**src/rtl/adc2p_pkg.sv**
```systemverilog
package adc2p_pkg;
  typedef enum logic [1:0] {
    ST_IDLE  = 2'd0,
    ST_INTEG = 2'd1,
    ST_DEINT = 2'd2,
    ST_REST  = 2'd3
  } seq_state_e;
endpackage

```
**src/rtl/adc2p_sync.sv**
```systemverilog
module adc2p_sync #(
  parameter int STAGES = 2
) (
  input  logic clk_i,
  input  logic rst_ni,
  input  logic d_i,
  output logic q_o
);
  logic [STAGES-1:0] chain_q;

  for (genvar g = 0; g < STAGES; g++) begin : g_stage
    if (g == 0) begin : g_first
      always_ff @(posedge clk_i or negedge rst_ni) begin
        if (!rst_ni) chain_q[0] <= 1'b0;
        else         chain_q[0] <= d_i;
      end
    end else begin : g_next
      always_ff @(posedge clk_i or negedge rst_ni) begin
        if (!rst_ni) chain_q[g] <= 1'b0;
        else         chain_q[g] <= chain_q[g-1];
      end
    end
  end

  assign q_o = chain_q[STAGES-1];
endmodule

```
**src/rtl/adc2p_edge.sv**
```systemverilog
module adc2p_edge #(
  parameter int N = 2
) (
  input  logic         clk_i,
  input  logic         rst_ni,
  input  logic [N-1:0] sig_i,
  output logic [N-1:0] rise_o
);
  logic [N-1:0] prev_q;

  always_ff @(posedge clk_i or negedge rst_ni) begin
    if (!rst_ni) prev_q <= '0;
    else         prev_q <= sig_i;
  end

  assign rise_o = sig_i & ~prev_q;
endmodule

```
**src/rtl/adc2p_timer.sv**
```systemverilog
module adc2p_timer #(
  parameter int T1       = 8,
  parameter int M_FACTOR = 10,
  localparam int TW      = $clog2(T1*M_FACTOR+1),
  localparam int SW      = $clog2(T1+1)
) (
  input  logic          clk_i,
  input  logic          rst_ni,
  input  logic          run_i,
  input  logic [TW-1:0] last_i,
  output logic          done_o,
  output logic [SW-1:0] sub_o
);
  localparam logic [SW-1:0] SUB_LAST = SW'(T1-1);

  logic [TW-1:0] cnt_q;
  logic [SW-1:0] sub_q;

  always_ff @(posedge clk_i or negedge rst_ni) begin
    if (!rst_ni) begin
      cnt_q <= '0;
      sub_q <= '0;
    end else if (!run_i || done_o) begin
      cnt_q <= '0;
      sub_q <= '0;
    end else begin
      cnt_q <= cnt_q + 1'b1;
      sub_q <= (sub_q == SUB_LAST) ? '0 : sub_q + 1'b1;
    end
  end

  assign done_o = run_i && (cnt_q == last_i);
  assign sub_o  = sub_q;
endmodule

```
**src/rtl/adc2p_seq.sv**
```systemverilog
module adc2p_seq #(
  parameter int T1       = 8,
  parameter int M_FACTOR = 10,
  localparam int TW      = $clog2(T1*M_FACTOR+1),
  localparam int SW      = $clog2(T1+1)
) (
  input  logic          clk_i,
  input  logic          rst_ni,
  input  logic          start_i,
  input  logic          fine_req_i,
  input  logic          cmp_i,
  input  logic [SW-1:0] fb_len_i,
  output logic          conn_in_o,
  output logic          ref_neg_o,
  output logic          ref_pos_o,
  output logic          ref_lo_neg_o,
  output logic          ref_lo_pos_o,
  output logic          discharge_o,
  output logic          tint_no,
  output logic          fb_no,
  output logic          count_en_o,
  output logic          sign_o,
  output logic          irq_no
);
  import adc2p_pkg::*;

  localparam logic [TW-1:0] COARSE_LAST = TW'(T1-1);
  localparam logic [TW-1:0] FINE_LAST   = TW'(T1*M_FACTOR-1);

  seq_state_e    state_q, state_d;
  logic          fine_q, fine_d;
  logic          sign_q, sign_d;
  logic          irq_nq, irq_nd;
  logic          cmp_s;
  logic [1:0]    rise;
  logic          tmr_done;
  logic [SW-1:0] sub;
  logic          in_integ, in_deint, resting;

  adc2p_sync #(.STAGES(2)) u_cmp_sync (
    .clk_i (clk_i),
    .rst_ni(rst_ni),
    .d_i   (cmp_i),
    .q_o   (cmp_s)
  );

  adc2p_edge #(.N(2)) u_edge (
    .clk_i (clk_i),
    .rst_ni(rst_ni),
    .sig_i ({fine_req_i, start_i}),
    .rise_o(rise)
  );

  adc2p_timer #(.T1(T1), .M_FACTOR(M_FACTOR)) u_timer (
    .clk_i (clk_i),
    .rst_ni(rst_ni),
    .run_i (in_integ),
    .last_i(fine_q ? FINE_LAST : COARSE_LAST),
    .done_o(tmr_done),
    .sub_o (sub)
  );

  assign in_integ = (state_q == ST_INTEG);
  assign in_deint = (state_q == ST_DEINT);
  assign resting  = (state_q == ST_IDLE) || (state_q == ST_REST);

  always_comb begin
    state_d = state_q;
    fine_d  = fine_q;
    sign_d  = sign_q;
    irq_nd  = irq_nq;
    unique case (state_q)
      ST_IDLE, ST_REST: begin
        if (rise[0]) begin
          state_d = ST_INTEG;
          fine_d  = rise[1];
          irq_nd  = 1'b1;
        end
      end
      ST_INTEG: begin
        if (tmr_done) begin
          state_d = ST_DEINT;
          sign_d  = cmp_s;
        end
      end
      ST_DEINT: begin
        // zero crossing: comparator left the latched polarity
        if (cmp_s != sign_q) begin
          state_d = ST_REST;
          irq_nd  = 1'b0;
        end
      end
      default: state_d = ST_IDLE;
    endcase
  end

  always_ff @(posedge clk_i or negedge rst_ni) begin
    if (!rst_ni) begin
      state_q <= ST_IDLE;
      fine_q  <= 1'b0;
      sign_q  <= 1'b0;
      irq_nq  <= 1'b1;
    end else begin
      state_q <= state_d;
      fine_q  <= fine_d;
      sign_q  <= sign_d;
      irq_nq  <= irq_nd;
    end
  end

  assign conn_in_o    = in_integ;
  assign tint_no      = ~in_integ;
  assign fb_no        = ~(in_integ && fine_q && (sub < fb_len_i));
  assign ref_neg_o    = in_deint && !fine_q && !sign_q;
  assign ref_pos_o    = in_deint && !fine_q &&  sign_q;
  assign ref_lo_neg_o = in_deint &&  fine_q && !sign_q;
  assign ref_lo_pos_o = in_deint &&  fine_q &&  sign_q;
  assign count_en_o   = in_deint;
  assign discharge_o  = resting;
  assign sign_o       = sign_q;
  assign irq_no       = irq_nq;
endmodule

```
**config.mk**
```make
export PLATFORM = sky130hd
export DESIGN_NAME = adc2p_seq
export DESIGN_NICKNAME = d
export VERILOG_FILES = /design/src/rtl/adc2p_pkg.sv /design/src/rtl/adc2p_sync.sv /design/src/rtl/adc2p_edge.sv /design/src/rtl/adc2p_timer.sv /design/src/rtl/adc2p_seq.sv
export SDC_FILE = /design/constraint.sdc
export NUM_CORES = 1
export LEC_CHECK = 0
export BUFFER_PORTS_ARGS = -buffer_cell sky130_fd_sc_hd__buf_2
export CAP_MARGIN = 5
export CORE_ASPECT_RATIO = 0.8
export CORE_MARGIN = 4
export CORE_UTILIZATION = 45
export DETAILED_ROUTE_END_ITERATION = 7
export PLACE_DENSITY = 0.69
export SLEW_MARGIN = 20
export SYNTH_ARGS = -nofsm -noshare
export SYNTH_HDL_FRONTEND = slang
export SYNTH_SLANG_ARGS = --single-unit
```
**constraint.sdc**
```tcl
create_clock -name clk_i -period 3 [get_ports clk_i]
set_clock_uncertainty 0.05 [all_clocks]
set_input_delay 0.15 -clock clk_i [delete_from_list [all_inputs] [get_ports clk_i]]
set_output_delay 0.15 -clock clk_i [all_outputs]
set_load 0.05 [all_outputs]
```
# Word-level counts from Yosys, hierarchy flattened
# Cells that the tools add are included.
[word_totals]
register_bits = 20
in_bits = 9
out_inout_bits = 11
wordCells = 57
[classes]
add_sub_neg = 2
n_lt_le_gt_ge = 1
n_eq_ne = 9
n_mux = 11
bitwise = 4
reduce_logical = 21
[op_table]
columns = ["operator", "n"]
rows = [
  ["$mux 7", 2],
  ["$logic_and 1x1->1", 9],
  ["$mux 4", 2],
  ["$add 7x1->7 const B", 1],
  ["$eq 7x7->1", 1],
  ["$mux 2", 3],
  ["$pmux 2 s3", 1],
  ["$reduce_and 3->1", 2],
  ["$add 4x1->4 const B", 1],
  ["$eq 2x2->1 const B", 2],
  ["$eq 4x3->1 const B", 1],
  ["$lt 4x4->1", 1],
  ["$ne 2x1->1 const B", 2],
  ["$reduce_and 2->1", 2],
  ["$logic_not 1->1", 3],
  ["$and 2x2->2", 1],
  ["$eq 2x1->1 const B", 1],
  ["$logic_not 2->1", 1],
  ["$logic_or 1x1->1", 2],
  ["$mux 1", 2],
  ["$ne 2x2->1 const B", 1],
  ["$not 1->1", 2],
  ["$not 2->2", 1],
  ["$pmux 1 s2", 1],
  ["other kinds (3)", 3],
]

# Longest topological paths before layout
# Gate-level depths: netlist of run 1.
[depth]
word_depth = 5
mapped_depth = 6
mapped_depth_nobuf = 6

# Hierarchy
# From an unflattened synthesis of run 1, not the netlist that was laid out.
[unflattened]
cells_unflattened = 114
hier_area_um2 = 1182.4
[modules_own_cells]
columns = ["mod", "instances", "cells_each", "area_each_um2", "seq_area_each_um2"]
rows = [
  ["adc2p_timer", 1, 61, 645.6, 275.3],
  ["adc2p_seq", 1, 47, 409.1, 126.4],
  ["adc2p_edge", 1, 4, 77.6, 50.0],
  ["adc2p_sync", 1, 2, 50.0, 50.0],
]

# Worst setup path before layout of run 1
# No wires, ideal clock.
[synth_timing]
path_kind = "register -> output"
from = "register state_q[0]"
to = "output port ref_neg_o"
arrival_time_ns = 2.247
required_time_ns = 2.800
slack_ns = 0.553
path_stages_with_launch = 4
path_buffers = 0
path_cell_list = "dfrtp_1 -> inv_1 -> ha_1 -> nor3b_1"
[synth_between]
elab_chain_cells = 3
[synth_rtl]
columns = ["element", "line", "rtl"]
rows = [
  ["from (decl)", "adc2p_seq.sv:30", "seq_state_e state_q, state_d;"],
  ["from (signal assigned)", "adc2p_seq.sv:104", "state_q <= state_d;"],
  ["$eq 2x2->1", "adc2p_seq.sv:64", "assign in_deint = (state_q == ST_DEINT);"],
  ["named net count_en_o", "adc2p_seq.sv:21", "output logic count_en_o,"],
  ["$logic_and 1x1->1 (2 in a row)", "adc2p_seq.sv:114", "assign ref_neg_o = in_deint && !fine_q && !sign_q;"],
  ["to (decl)", "adc2p_seq.sv:14", "output logic ref_neg_o,"],
]
# The timed path passes the listed nets, and every way through them passes these cells.

# Worst setup path in the final report of run 1
[layout_timing]
from = "register u_timer.sub_q[1], in the netlist u_timer.sub_o[1]"
to = "output port fb_no"
[layout_between]
elab_chain_cells = 3
[layout_rtl]
columns = ["element", "line", "rtl"]
rows = [
  ["from (decl)", "adc2p_timer.sv:17", "logic [SW-1:0] sub_q;"],
  ["from (signal assigned)", "adc2p_timer.sv:28", "sub_q <= (sub_q == SUB_LAST) ? '0 : sub_q + 1'b1;"],
  ["$lt 4x4->1", "adc2p_seq.sv:113", "assign fb_no = ~(in_integ && fine_q && (sub < fb_len_i));"],
  ["$logic_and 1x1->1", "adc2p_seq.sv:113", ""],
  ["$not 1->1", "adc2p_seq.sv:113", ""],
  ["to (decl)", "adc2p_seq.sv:20", "output logic fb_no,"],
]
# Every way passes these cells.

==> results of run 1 <==
## where the power goes
part           switching [mW]  total [mW]  leakage, nW  internal (mW)
sequential             0.0465       0.364        0.256          0.317
combinational           0.273       0.396        0.327          0.123
clock                  0.0817       0.156       0.0210         0.0740
## worst reg2reg max path, cell delays in order (launching register included)
cell and delay, ns:
sky130_fd_sc_hd__dfrtp_1 0.40, sky130_fd_sc_hd__inv_1 0.07, sky130_fd_sc_hd__ha_1 0.32, sky130_fd_sc_hd__a22oi_1 0.23
sky130_fd_sc_hd__a21boi_2 0.25, sky130_fd_sc_hd__mux2i_1 0.22
## registers in the layout, indices dropped and copies added (netlist names)
name,flops
u_cmp_sync.q_o,1
u_timer.cnt_q,7
fine_q,1
u_edge.prev_q,2
u_timer.sub_o,4
sign_o,1
state_q,2
irq_no,1
u_cmp_sync.chain_q,1
## cell type report
class	count	area (sq um)	share of cell area
clock buffer	4	36.3	0.0297
inverter	7	26.3	0.0215
multi-input combinational	67	493	0.403
sequential	20	502	0.410
tap	25	31.3	0.0256
timing repair buffer	23	135	0.110
## per-layer routing
metal,vias to the layer above,wire length (microns),GRT usage,share of wire
met5,-,0,0,0
li1,371,-,-,-
met2,10,929,0.233,0.48
met1,344,920,0.204,0.48
met4,0,26,0.0424,0.013
met3,4,52,0.0480,0.027
## layout by cell type, fill, tap and decap left out, types with 2 or more instances in the layout
cell                             n
sky130_fd_sc_hd__nor2_1         15
sky130_fd_sc_hd__nand3_1         4
sky130_fd_sc_hd__nand3b_1        2
sky130_fd_sc_hd__nand2_1         7
sky130_fd_sc_hd__xnor2_1         5
sky130_fd_sc_hd__and3_2          3
sky130_fd_sc_hd__inv_1           7
sky130_fd_sc_hd__clkbuf_4        3
sky130_fd_sc_hd__a21o_1          2
sky130_fd_sc_hd__ha_1            8
sky130_fd_sc_hd__buf_2          19
sky130_fd_sc_hd__dfrtp_1        19
sky130_fd_sc_hd__dlygate4sd3_1   4
sky130_fd_sc_hd__nand2b_1        3
sky130_fd_sc_hd__a21oi_1         3
sky130_fd_sc_hd__xor2_1          2
## logic make-up (layout without fill, tap and decap cells)
kind of cell | after synthesis | in the layout | share of synthesized area
buf+inv | 8 | 34 | 0.0364
mux | 2 | 2 | 0.0242
xor+xnor | 7 | 7 | 0.0594
compound gates | 12 | 12 | 0.109
flops | 20 | 20 | 0.486
simple gates | 38 | 38 | 0.188
fa+ha+maj | 8 | 8 | 0.0970
## how the worst max path moves through the flow
stage                     end             start  slack [ns]
floorplan           ref_neg_o        state_q[0]        0.55
global placement        fb_no  u_timer.sub_o[1]        1.36
detailed placement      fb_no  u_timer.sub_o[1]        1.34
CTS                     fb_no  u_timer.sub_o[1]        0.98
global route            fb_no  u_timer.sub_o[1]        0.90
finish                  fb_no  u_timer.sub_o[1]         1.0
## per-stage QoR
stage	total power [mW]	hold slack [ns]	util	instances	area, sq um
2_1_floorplan	0.692	-0.196	-	95	1030
3_3_place_gp	0.755	0.0683	0.527	138	1150
3_5_place_dp	0.763	0.0807	0.527	138	1150
4_1_cts	0.927	0.272	0.562	146	1220
5_1_grt	0.981	0.301	0.562	146	1220
6_report	0.916	0.265	0.562	146	1220
==> impl_metrics.prom, run 1 <==
# TYPE chip_impl_metric gauge
chip_impl_metric{name="post-cts-setup-buffer-count",unit=""} 0
chip_impl_metric{name="post_cts_hold_buffer_count",unit=""} 4
chip_impl_metric{name="asyncSetResetFlopFracSynth",unit=""} 1.00
chip_impl_metric{name="syn-mean-instance-area",unit="sq um"} 10.9
chip_impl_metric{name="synth-seq-cells",unit=""} 20
chip_impl_info{name="yosys_most_used_dff",value="sky130_fd_sc_hd__dfrtp_1"} 1
chip_impl_metric{name="synthesis.instances",unit=""} 95
chip_impl_metric{name="post_synth_instance_area",unit="sq um"} 1030
chip_impl_metric{name="grt_first_pass_wirelength",unit="mm"} 3.51
chip_impl_info{name="cp-start-kind",value="register"} 1
chip_impl_metric{name="first_drt_iteration_drcs",unit=""} 35
chip_impl_metric{name="dr_total_vias",unit=""} 729
chip_impl_metric{name="vdd_ir_drop_max",unit="V"} 0.000610
chip_impl_metric{name="floorplan.initialDensity",unit=""} 0.474
chip_impl_info{name="synthTopCellsByArea",value="sky130_fd_sc_hd__dfrtp_1 46%, sky130_fd_sc_hd__ha_1 9.7%, sky130_fd_sc_hd__nor2_1 5.5%"} 1
chip_impl_metric{name="antenna_found_initial",unit=""} 0
chip_impl_metric{name="crit_fanout",unit=""} 3
chip_impl_metric{name="cp_data_arrival_time",unit="ns"} 1.80
chip_impl_metric{name="power.density_cell_area",unit="nW/um^2"} 748
chip_impl_metric{name="r2r_setup_slack",unit="ns"} 1.40
chip_impl_metric{name="cap_violations",unit=""} 0
chip_impl_metric{name="setup_total_negative_slack",unit="ns"} 0
chip_impl_metric{name="area_growth_syn_to_layout",unit="%"} 18.5
chip_impl_metric{name="grt_overflow",unit=""} 0
chip_impl_metric{name="die_h",unit="microns"} 50.8
chip_impl_metric{name="synth_nets",unit=""} 112
chip_impl_info{name="critPathTopFamily",value="compound AO/OA/AOI/OAI gates"} 1
chip_impl_metric{name="crit_required",unit="ns"} 2.80
chip_impl_info{name="cpMostUsedCell",value="sky130_fd_sc_hd__a21o_1"} 1
chip_impl_metric{name="final_layout_size_suffix_gt1_frac",unit=""} 0.281
chip_impl_info{name="rr_startpoint",value="state_q[0]"} 1
chip_impl_metric{name="num_rows",unit=""} 15
chip_impl_metric{name="gp_congestion",unit=""} 0.763
chip_impl_metric{name="number_of_antenna_diodes",unit=""} 0
chip_impl_metric{name="final-setup-viol-count",unit=""} 0
chip_impl_metric{name="fillCellCount",unit=""} 202
chip_impl_info{name="timing.critical_path.to_type",value="output port"} 1
chip_impl_metric{name="p_leak",unit="nW"} 0.604
chip_impl_metric{name="number_of_global_route_vias_before_repair",unit=""} 787
chip_impl_metric{name="clk_transition_reported_paths",unit="ns"} 0.11
chip_impl_metric{name="worst-path-buf-inv",unit=""} 1
chip_impl_metric{name="io_pins",unit=""} 20
chip_impl_metric{name="firstDrtPassIters",unit=""} 3
chip_impl_metric{name="reg2regPathDepth",unit=""} 5
chip_impl_metric{name="drt_drc_violations_left",unit=""} 0
chip_impl_metric{name="final_min_period_over_clock_period",unit=""} 0.667
chip_impl_metric{name="route.final.wire_length",unit="mm"} 1.93
chip_impl_info{name="clockRootBuffer",value="sky130_fd_sc_hd__clkbuf_4"} 1
chip_impl_metric{name="routed_wire_length_per_instance",unit="microns"} 13.2
chip_impl_info{name="critical-path-slowest-cell",value="sky130_fd_sc_hd__dfrtp_1"} 1
chip_impl_metric{name="grt_start_max_net_pins",unit=""} 21
chip_impl_metric{name="synth-edff-count",unit=""} 0
chip_impl_metric{name="tightestPinTransition",unit="ns"} 0.453
chip_impl_metric{name="num_cts_buffers",unit=""} 3
chip_impl_metric{name="fp.dieArea",unit="sq um"} 3130
chip_impl_metric{name="track_usage",unit=""} 0.152
chip_impl_metric{name="finalMaxSlewViolations",unit=""} 0
chip_impl_metric{name="finalNetCount",unit=""} 139
chip_impl_metric{name="cts.path.max_buffers",unit=""} 2
chip_impl_metric{name="yosysSeqAreaShare",unit=""} 0.486
chip_impl_metric{name="post_cts.resized_instances",unit=""} 0
chip_impl_metric{name="synth_top_cell_area_share",unit=""} 0.461
chip_impl_metric{name="timing.fmax",unit="GHz"} 0.500
chip_impl_info{name="synthMostInstantiatedCell",value="sky130_fd_sc_hd__dfrtp_1"} 1
chip_impl_metric{name="design.core.area",unit="sq um"} 2180
chip_impl_metric{name="cp.depth",unit=""} 5
chip_impl_info{name="status",value="finished clean"} 1
chip_impl_metric{name="slowest_delay",unit="ns"} 0.43
chip_impl_info{name="ordered_cell_list_for_the_critical_path",value="ha_1, a21o_1, a21o_1, a211o_1, buf_2"} 1
chip_impl_metric{name="worstSkewPairLatency",unit="ns"} 0.30
chip_impl_info{name="cell_taking_the_most_area_after_synthesis",value="sky130_fd_sc_hd__dfrtp_1"} 1
chip_impl_metric{name="place_ws",unit="ns"} 1.34
chip_impl_info{name="path_class",value="register to output port"} 1
chip_impl_metric{name="yosysWarnings",unit=""} 0
chip_impl_metric{name="worst_slew_margin_rel",unit=""} 0.698
chip_impl_metric{name="io_buffers",unit=""} 19
chip_impl_metric{name="dieWidth",unit="microns"} 61.5
chip_impl_metric{name="hpwl_after_detailed_placement",unit="mm"} 1.43
chip_impl_info{name="tritoncts_clock_tree",value="done"} 1
chip_impl_info{name="min_path_type",value="primary input to asynchronous set/reset pin"} 1
chip_impl_metric{name="clock_sink_count",unit=""} 20
chip_impl_metric{name="route.detailed.vias_per_inst",unit=""} 4.99
chip_impl_info{name="rr_endpoint",value="state_q[0]"} 1
chip_impl_metric{name="period_minus_slack",unit="ns"} 2.00
chip_impl_info{name="synthTopCellsByCount",value="19 x sky130_fd_sc_hd__dfrtp_1, 15 x sky130_fd_sc_hd__nor2_1, 8 x sky130_fd_sc_hd__ha_1, 7 x sky130_fd_sc_hd__inv_1, 7 x sky130_fd_sc_hd__nand2_1"} 1
chip_impl_metric{name="post_synth_num_cell_types",unit=""} 28
chip_impl_info{name="unrepaired_setup_endpoints_after_global_routing",value="false"} 1
chip_impl_metric{name="cts_htree_levels",unit=""} 1
chip_impl_metric{name="antenna_left",unit=""} 0
chip_impl_metric{name="finalWorstSetupSlack",unit="ns"} 1.00
chip_impl_metric{name="hold_violations",unit=""} 0
Power figures use the tool's default switching activity.
==> inputs of run 2 (changes only) <==
--- a/config.mk
+++ b/config.mk
@@ -11,7 +11,7 @@
 export CORE_MARGIN = 4
 export CORE_UTILIZATION = 45
 export DETAILED_ROUTE_END_ITERATION = 7
-export PLACE_DENSITY = 0.69
+export PLACE_DENSITY = 0.72
 export SLEW_MARGIN = 20
 export SYNTH_ARGS = -nofsm -noshare
 export SYNTH_HDL_FRONTEND = slang
==> constraint.sdc (replaced) <==
create_clock -name clk_i -period 1.81 [get_ports clk_i]
set_clock_uncertainty 0.05 [all_clocks]
set_input_delay 0.0905 -clock clk_i [delete_from_list [all_inputs] [get_ports clk_i]]
set_output_delay 0.0905 -clock clk_i [all_outputs]
set_load 0.05 [all_outputs]
==> run 2 against run 1 <==
Compared with the run above: the run now ends with negative setup slack left; count of clock-buffer cells in the layout is the same; largest power group unchanged; clock power grew 63%; sequential share of layout area shrank 1.2 points; power grew 72%; global-route usage shrank 0.27 points.
==> impl_metrics.prom, run 2 (synthesized netlist as in run 1, its figures left out) <==
# TYPE chip_impl_metric gauge
chip_impl_metric{name="area_growth_syn_to_layout",unit="%"} 22.1
chip_impl_metric{name="period_minus_slack",unit="ns"} 1.84
chip_impl_metric{name="grt_start_max_net_pins",unit=""} 21
chip_impl_metric{name="antenna_left",unit=""} 0
chip_impl_metric{name="worst_slew_margin_rel",unit=""} 0.710
chip_impl_metric{name="clock_sink_count",unit=""} 20
chip_impl_metric{name="crit_fanout",unit=""} 2
chip_impl_metric{name="io_pins",unit=""} 20
chip_impl_metric{name="final_cell_area",unit="sq um"} 1260
chip_impl_metric{name="grt_first_pass_wirelength",unit="mm"} 3.43
chip_impl_info{name="status",value="finished, violations left"} 1
chip_impl_info{name="final_common_cell",value="sky130_fd_sc_hd__dfrtp_1"} 1
chip_impl_metric{name="die_h",unit="microns"} 50.8
chip_impl_metric{name="hpwl_after_detailed_placement",unit="mm"} 1.52
chip_impl_info{name="cp-start-kind",value="register"} 1
chip_impl_metric{name="largest_register_ff_count",unit=""} 7
chip_impl_metric{name="final_layout_size_suffix_gt1_frac",unit=""} 0.333
chip_impl_info{name="clockRootBuffer",value="sky130_fd_sc_hd__clkbuf_4"} 1
chip_impl_metric{name="num_cts_buffers",unit=""} 3
chip_impl_info{name="mostFrequentLayoutCells",value="19 x sky130_fd_sc_hd__dfrtp_1, 18 x sky130_fd_sc_hd__buf_2, 13 x sky130_fd_sc_hd__nor2_1, 7 x sky130_fd_sc_hd__nand2_1, 7 x sky130_fd_sc_hd__inv_1"} 1
chip_impl_metric{name="p_leak",unit="nW"} 0.618
chip_impl_metric{name="finalWorstSetupSlack",unit="ns"} -0.0305
chip_impl_metric{name="antenna_found_initial",unit=""} 0
chip_impl_metric{name="final-setup-viol-count",unit=""} 1
chip_impl_metric{name="fp.dieArea",unit="sq um"} 3130
chip_impl_metric{name="tightestPinTransition",unit="ns"} 0.435
chip_impl_metric{name="gp_congestion",unit=""} 0.754
chip_impl_metric{name="design.core.area",unit="sq um"} 2180
chip_impl_metric{name="power.density_cell_area",unit="nW/um^2"} 1250
chip_impl_metric{name="finalNetCount",unit=""} 141
chip_impl_metric{name="cts_htree_levels",unit=""} 1
chip_impl_metric{name="timing.fmax",unit="GHz"} 0.543
chip_impl_info{name="tritoncts_clock_tree",value="done"} 1
chip_impl_metric{name="place_inst",unit=""} 139
chip_impl_metric{name="number_of_global_route_vias_before_repair",unit=""} 754
chip_impl_metric{name="io_buffers",unit=""} 19
chip_impl_metric{name="route.detailed.vias_per_inst",unit=""} 5.19
chip_impl_metric{name="grt_overflow",unit=""} 0
chip_impl_info{name="timing.critical_path.to_type",value="output port"} 1
chip_impl_metric{name="floorplan.initialDensity",unit=""} 0.474
chip_impl_metric{name="drt_drc_violations_left",unit=""} 0
chip_impl_metric{name="instances_no_fill",unit=""} 148
chip_impl_metric{name="cp_data_arrival_time",unit="ns"} 1.70
chip_impl_metric{name="route.final.wire_length",unit="mm"} 2.01
chip_impl_info{name="min_path_type",value="primary input to asynchronous set/reset pin"} 1
chip_impl_metric{name="final_min_period_over_clock_period",unit=""} 1.02
chip_impl_metric{name="clk_transition_reported_paths",unit="ns"} 0.11
chip_impl_metric{name="finalMaxSlewViolations",unit=""} 0
chip_impl_info{name="violations_in_the_final_reports",value="negative setup slack"} 1
chip_impl_metric{name="dr_total_vias",unit=""} 768
chip_impl_metric{name="postPlaceCellArea",unit="sq um"} 1170
chip_impl_metric{name="cts.path.max_buffers",unit=""} 2
chip_impl_metric{name="worstSkewPairLatency",unit="ns"} 0.30
chip_impl_metric{name="track_usage",unit=""} 0.149
chip_impl_metric{name="crit_required",unit="ns"} 1.67
chip_impl_metric{name="setup_total_negative_slack",unit="ns"} -0.0305
chip_impl_metric{name="vdd_ir_drop_max",unit="V"} 0.000706
chip_impl_metric{name="firstDrtPassIters",unit=""} 4
chip_impl_metric{name="num_rows",unit=""} 15
chip_impl_metric{name="dieWidth",unit="microns"} 61.5
chip_impl_metric{name="first_drt_iteration_drcs",unit=""} 41
chip_impl_metric{name="routed_wire_length_per_instance",unit="microns"} 13.6
chip_impl_info{name="path_class",value="register to output port"} 1
chip_impl_info{name="unrepaired_setup_endpoints_after_global_routing",value="true"} 1
chip_impl_info{name="largest-register",value="u_timer.cnt_q"} 1
chip_impl_metric{name="cap_violations",unit=""} 0
chip_impl_metric{name="hold_violations",unit=""} 0
chip_impl_metric{name="number_of_antenna_diodes",unit=""} 0
chip_impl_metric{name="place_ws",unit="ns"} 0.204
## run 2: cell types whose count changed in the layout (fill, tap and decap cells not counted), sizes merged
| cell | previous run | this run |
|---|---|---|
| buf | 19 | 21 |
## run 2: worst paths after layout
kind	start	endpoint	slack, ns	cells after the start
max	u_timer.sub_o[1]	fb_no	-0.03	5
min	rst_ni	u_timer.cnt_q[6]	0.19	2
max reg2reg	state_q[0]	state_q[0]	0.17	5
min reg2reg	u_cmp_sync.chain_q[0]	u_cmp_sync.q_o	0.33	0
max in group asynchronous	rst_ni	irq_no	1.17	2
min in group clk_i	u_cmp_sync.chain_q[0]	u_cmp_sync.q_o	0.33	0
## run 2: what timing repair did
item | 4_1_cts | 5_1_grt
resized for setup | 2 | 1
hold endpoints to repair | 24 | 0
setup endpoints to repair | 1 | 5
hold buffers | 4 | 0
setup buffers | 1 | 0
pin swaps | 1 | 0
## run 2: critical path, stage by stage, from the launching register on
cell                      delay [ns]
sky130_fd_sc_hd__dfrtp_1        0.40
sky130_fd_sc_hd__ha_1           0.28
sky130_fd_sc_hd__a21o_1         0.15
sky130_fd_sc_hd__a21o_1         0.16
sky130_fd_sc_hd__a211o_1        0.26
sky130_fd_sc_hd__buf_6          0.15
## run 2: stage by stage
step,total power [mW],hold slack [ns],util
floorplan,1.16,-0.255,-
global placement,1.28,0.00517,0.536
detailed placement,1.30,0.0106,0.536
CTS,1.58,0.205,0.578
global route,1.67,0.215,0.579
finish,1.58,0.195,0.579
## run 2: cell type report
type                            count  area, sq um
Fill cell                         187          917
Multi-Input combinational cell     67          508
Sequential cell                    20          502
Timing Repair Buffer               25          156
Clock buffer                        4         36.3
Tap cell                           25         31.3
Inverter                            7         26.3
## run 2: per-layer routing
metal / GRT usage / part of all wire
met4: 0.0424 / 0.0050
met1: 0.190 / 0.43
met2: 0.242 / 0.53
met5: 0 / 0
met3: 0.0455 / 0.034
## run 2: report_power, final
group          switching (mW)  leakage [nW]  internal [mW]
clock                   0.132        0.0210          0.123
combinational           0.497         0.340          0.241
sequential             0.0578         0.256          0.526
